--- src/rtl/aux_to_pkg.sv ---
package aux_to_pkg;
  localparam int TO_LEN_W   = 7;
  localparam int TO_MUL_W   = 2;
  localparam int BASE_SHIFT = 3;
  localparam int TO_MAX_LEN = (1 << TO_LEN_W) - 1;
  localparam int TICK_W     = TO_LEN_W + BASE_SHIFT + (1 << TO_MUL_W) - 1;

  typedef struct packed {
    logic [TO_MUL_W-1:0] mul;
    logic [TO_LEN_W-1:0] len;
  } to_setting_t;

  // Piecewise scale choice followed by ceiling division and saturation.
  function automatic to_setting_t to_encode(input int unsigned us,
                                            input int unsigned step,
                                            input int unsigned def_len);
    to_setting_t s;
    int unsigned m, sh, l;
    if (us == 0) begin
      s.mul = '0;
      s.len = TO_LEN_W'(def_len);
    end else begin
      m = 0;
      if (us > step)     m = 1;
      if (us > 2 * step) m = 2;
      if (us > 4 * step) m = 3;
      sh = BASE_SHIFT + m;
      l  = (us + (32'd1 << sh) - 1) >> sh;
      if (l > TO_MAX_LEN) l = TO_MAX_LEN;
      s.mul = TO_MUL_W'(m);
      s.len = TO_LEN_W'(l);
    end
    return s;
  endfunction

  // Setting expressed back in microsecond ticks.
  function automatic logic [TICK_W-1:0] to_decode(input to_setting_t s);
    return TICK_W'(s.len) << (BASE_SHIFT + int'(s.mul));
  endfunction
endpackage

--- src/rtl/aux_to_encoder.sv ---
module aux_to_encoder
  import aux_to_pkg::*;
#(
  parameter int US_W    = 16,
  parameter int STEP_US = 1016,
  parameter int DEF_LEN = 69
) (
  input  logic [US_W-1:0] req_us,
  output to_setting_t     enc
);
  always_comb enc = to_encode(int'(req_us), STEP_US, DEF_LEN);
endmodule

--- src/rtl/aux_to_timer.sv ---
module aux_to_timer
  import aux_to_pkg::*;
(
  input  logic        clk,
  input  logic        rst_n,
  input  to_setting_t cur,
  input  logic        wait_start,
  input  logic        wait_stop,
  input  logic        tick_us,
  output logic        armed,
  output logic        expire_evt,
  output logic        timed_out
);
  logic [TICK_W-1:0] limit_q;
  logic [TICK_W-1:0] cnt_q;
  logic [TICK_W-1:0] cnt_nx;

  assign cnt_nx     = cnt_q + 1'b1;
  assign expire_evt = armed && !wait_start && !wait_stop && tick_us && (cnt_nx == limit_q);

  always_ff @(posedge clk) begin
    if (!rst_n) begin
      armed     <= 1'b0;
      cnt_q     <= '0;
      limit_q   <= '0;
      timed_out <= 1'b0;
    end else if (wait_start) begin
      armed     <= 1'b1;
      cnt_q     <= '0;
      limit_q   <= to_decode(cur);
      timed_out <= 1'b0;
    end else if (armed) begin
      if (wait_stop) begin
        armed <= 1'b0;
      end else if (tick_us) begin
        cnt_q <= cnt_nx;
        if (expire_evt) begin
          armed     <= 1'b0;
          timed_out <= 1'b1;
        end
      end
    end
  end
endmodule

--- src/rtl/aux_reply_timer.sv ---
module aux_reply_timer
  import aux_to_pkg::*;
#(
  parameter int US_W    = 16,
  parameter int STEP_US = 1016,
  parameter int DEF_LEN = 69
) (
  input  logic                clk,
  input  logic                rst_n,
  input  logic [US_W-1:0]     cfg_us,
  input  logic                cfg_load,
  input  logic                wait_start,
  input  logic                wait_stop,
  input  logic                tick_us,
  output logic [TO_MUL_W-1:0] mul_code,
  output logic [TO_LEN_W-1:0] len_code,
  output logic [TICK_W-1:0]   prev_us,
  output logic                timed_out
);
  to_setting_t enc;
  to_setting_t cur_q;
  logic        armed;
  logic        expire_evt;

  aux_to_encoder #(.US_W(US_W), .STEP_US(STEP_US), .DEF_LEN(DEF_LEN)) u_enc (
    .req_us (cfg_us),
    .enc    (enc)
  );

  always_ff @(posedge clk) begin
    if (!rst_n) begin
      cur_q.mul <= '0;
      cur_q.len <= TO_LEN_W'(DEF_LEN);
      prev_us   <= '0;
    end else if (cfg_load) begin
      cur_q   <= enc;
      prev_us <= to_decode(cur_q);
    end
  end

  assign mul_code = cur_q.mul;
  assign len_code = cur_q.len;

  aux_to_timer u_tmr (
    .clk        (clk),
    .rst_n      (rst_n),
    .cur        (cur_q),
    .wait_start (wait_start),
    .wait_stop  (wait_stop),
    .tick_us    (tick_us),
    .armed      (armed),
    .expire_evt (expire_evt),
    .timed_out  (timed_out)
  );
endmodule

--- config.mk ---
export PLATFORM = sky130hd
export DESIGN_NAME = aux_reply_timer
export DESIGN_NICKNAME = d
export VERILOG_FILES = /design/src/rtl/aux_to_pkg.sv /design/src/rtl/aux_to_encoder.sv /design/src/rtl/aux_to_timer.sv /design/src/rtl/aux_reply_timer.sv
export SDC_FILE = /design/constraint.sdc
export NUM_CORES = 1
export LEC_CHECK = 0
export BUFFER_PORTS_ARGS = -buffer_cell sky130_fd_sc_hd__buf_4
export CAP_MARGIN = 0
export CORE_MARGIN = 2
export CORE_UTILIZATION = 40
export DETAILED_ROUTE_END_ITERATION = 10
export GPL_ROUTABILITY_DRIVEN = 1
export PLACE_DENSITY_LB_ADDON = 0.05
export SYNTH_ARGS = -nofsm -noshare
export SYNTH_HDL_FRONTEND = slang
export SYNTH_HIERARCHICAL = 1
export SYNTH_SLANG_ARGS = --single-unit
--- constraint.sdc ---
create_clock -name clk -period 9.52 [get_ports clk]
set_input_delay 0 -clock clk [delete_from_list [all_inputs] [get_ports clk]]
set_output_delay 0 -clock clk [all_outputs]
set_load 0.02 [all_outputs]
==> metrics.txt <==
fin crit share=59.9%; post-layout net count=710; post-CTS sizing=0; Post-Syn Area=5000 sq um; final hold vios=0; area of the multi-input gates=3660 sq um; slowest stage delay, CP=0.78 ns; RePlAce Congestion=0.927; Initial Utilization=41.3%; via count=4503; crit end category=register; critical path class=in -> reg; CTS Hold Bufs=0; IO Pins=45; critical-path cell list=buf_4 > inv_1 > ha_1 > or3b_4 > nor4_2 > o21ba_2 > o31ai_4 > inv_2 > ha_1 > nor2_1 > xnor2_1 > ha_1 > a21o_1 > nor3_1 > a2111oi_0 > nor4bb_1 > nor4_1 > a32oi_2 > a211oi_1 > a21oi_1 > mux2i_1 > nor2b_1; peak supply drop=0.0000617 V; Row Count=40; grt total ovfl=0; area of the core=12100 sq um; Crit path buffers/inverters=3; GRT Total Usage=19.4%; CTS H-Tree Depth=2; Yosys Warn Count=6; Reg clk slew, reported paths=0.06 ns; first-pass GRT wire length=21100 um; unrepaired setup endpoints after global routing=no; critical path's most frequent cell=ha_1; die span in x=116 um; worst-margin pin slew=0.877 ns; Syn Area/Cell=8.03 sq um; Filler cells=1264; # diodes=0; Worst path top cell family by delay=simple AND/OR/NAND/NOR gates; Pins Over Slew Limit=0; clock skew=0.00369 ns; Placed Instances=806; Slowest-stage cell, CP=nor4bb_1; CTS buffer count=5; HP Class=in -> reg; met2 WL=6430 um; First DRT Iteration DRCs=302; area delta synth->final=11.0%; Setup WS post-layout=3.82 ns; Detail Placement HPWL=9940 um; Final Non-Filler Cells=814; CTS sink cnt=50; share of cells above drive strength 1=11.9%; crit path launch type=primary input; root buf cell=clkbuf_16; setup bufs post-CTS=0; drt total wl=12800 um; WL per Instance=15.7 um; outcome=finished, final reports clean; Clk Latency, worst-skew pair=0.29 ns; pre-CTS setup slack=3.60 ns; met1 WL=5880 um; max-cap viol count=0; Max clock buf depth=2; Leak=2.38 nW; CP required=9.75 ns; Final ANT Viol Nets=0; I/O Buffers=44; PwrDens=120 nW/um^2; drt via density=5.53; relative slew slack=40.8%; TritonCTS clock tree=built; crit path time final=5.70 ns; metal3 WL=357 um; Post-Syn Nets=688; Mapped Cells=623; Crit Path Max Fanout=14; chip height=116 um; Setup violations, final=0; vias in the first global route=4282; Top Metal Used=met4; Fin Setup TNS=0 ns; die area=13400 sq um; Reg area=1000 sq um; Max Fclk=0.175 GHz; # DRC=0; hold_ws=0.0583 ns; largest net degree at the start of global routing=39; DR pass1 iterations=5; initial antenna violation count=0; CP Data Arrival Time=5.93 ns
routing by layer:
layer | GRT usage (%) | vias up
li1 | - | 2291
met1 | 25.2 | 2140
met2 | 34.9 | 66
met3 | 1.78 | 6
met4 | 4.44 | 0
met5 | 0 | -
registers in the layout, summed over array words and instances, names as in the netlist:
register / count
mul_code: 2
u_tmr/cnt_q: 13
prev_us: 13
u_tmr/limit_q: 13
len_code: 7
u_tmr/armed: 1
u_tmr/timed_out: 1
final timing paths:
| kind | slack, ns | endpoint | cells after the start | startpoint |
|---|---|---|---|---|
| min | 0.06 | len_code[6]$_SDFFE_PN1P_ | 2 | rst_n |
| min reg2reg | 0.46 | prev_us[12]$_SDFFE_PN0P_ | 2 | prev_us[12]$_SDFFE_PN0P_ |
| max | 3.82 | len_code[3]$_SDFFE_PN0P_ | 22 | cfg_us[1] |
| max reg2reg | 6.94 | prev_us[7]$_SDFFE_PN0P_ | 7 | mul_code[0]$_SDFFE_PN0P_ |
worst reg2reg max path, delay by kind of cell, from the launching register on:
| family | cells | cell delay, ns |
|---|---|---|
| AND/OR/NAND/NOR | 1 | 0.07 |
| multiplexers | 1 | 0.45 |
| flip-flops | 1 | 0.31 |
| adder cells (fa/ha/maj) | 1 | 0.69 |
| buffers and inverters | 2 | 0.50 |
| AO/OA/AOI/OAI | 2 | 0.44 |
layout make-up:
type	instances	share of cell area, %
clock buffers	6	2.50
clock inverters	2	0.225
inverters	49	3.31
multi-input cells	493	65.9
flip-flops and latches	50	18.0
well taps	168	3.79
repair buffers	46	6.22
stage by stage:
stage	cell area [sq um]	power (mW)	utilization [%]
after global placement	5400	0.486	44.6
after detailed placement	5400	0.488	44.6
after CTS	5550	0.676	45.8
after floorplan	5000	0.426	-
final	5550	0.667	45.8
after global routing	5550	0.713	45.8
report_power, final:
part	total [mW]	internal, mW	switching (mW)
registers	0.230	0.220	0.0102
clock network	0.183	0.104	0.0788
logic	0.254	0.107	0.146
total	0.667	0.431	0.235
cells in the final DEF, fill, tap and decap left out, drive strengths merged, types with 11 or more instances in the layout:
cell	instances
nor2	50
nor3	21
mux2i	33
xor2	16
ha	42
o211ai	11
nand2	44
o21ai	24
and2	11
nand3	17
nor2b	28
buf	46
xnor2	17
inv	49
a21oi	35
dfxtp	50
Note: power is estimated with default switching activity, not from simulation.
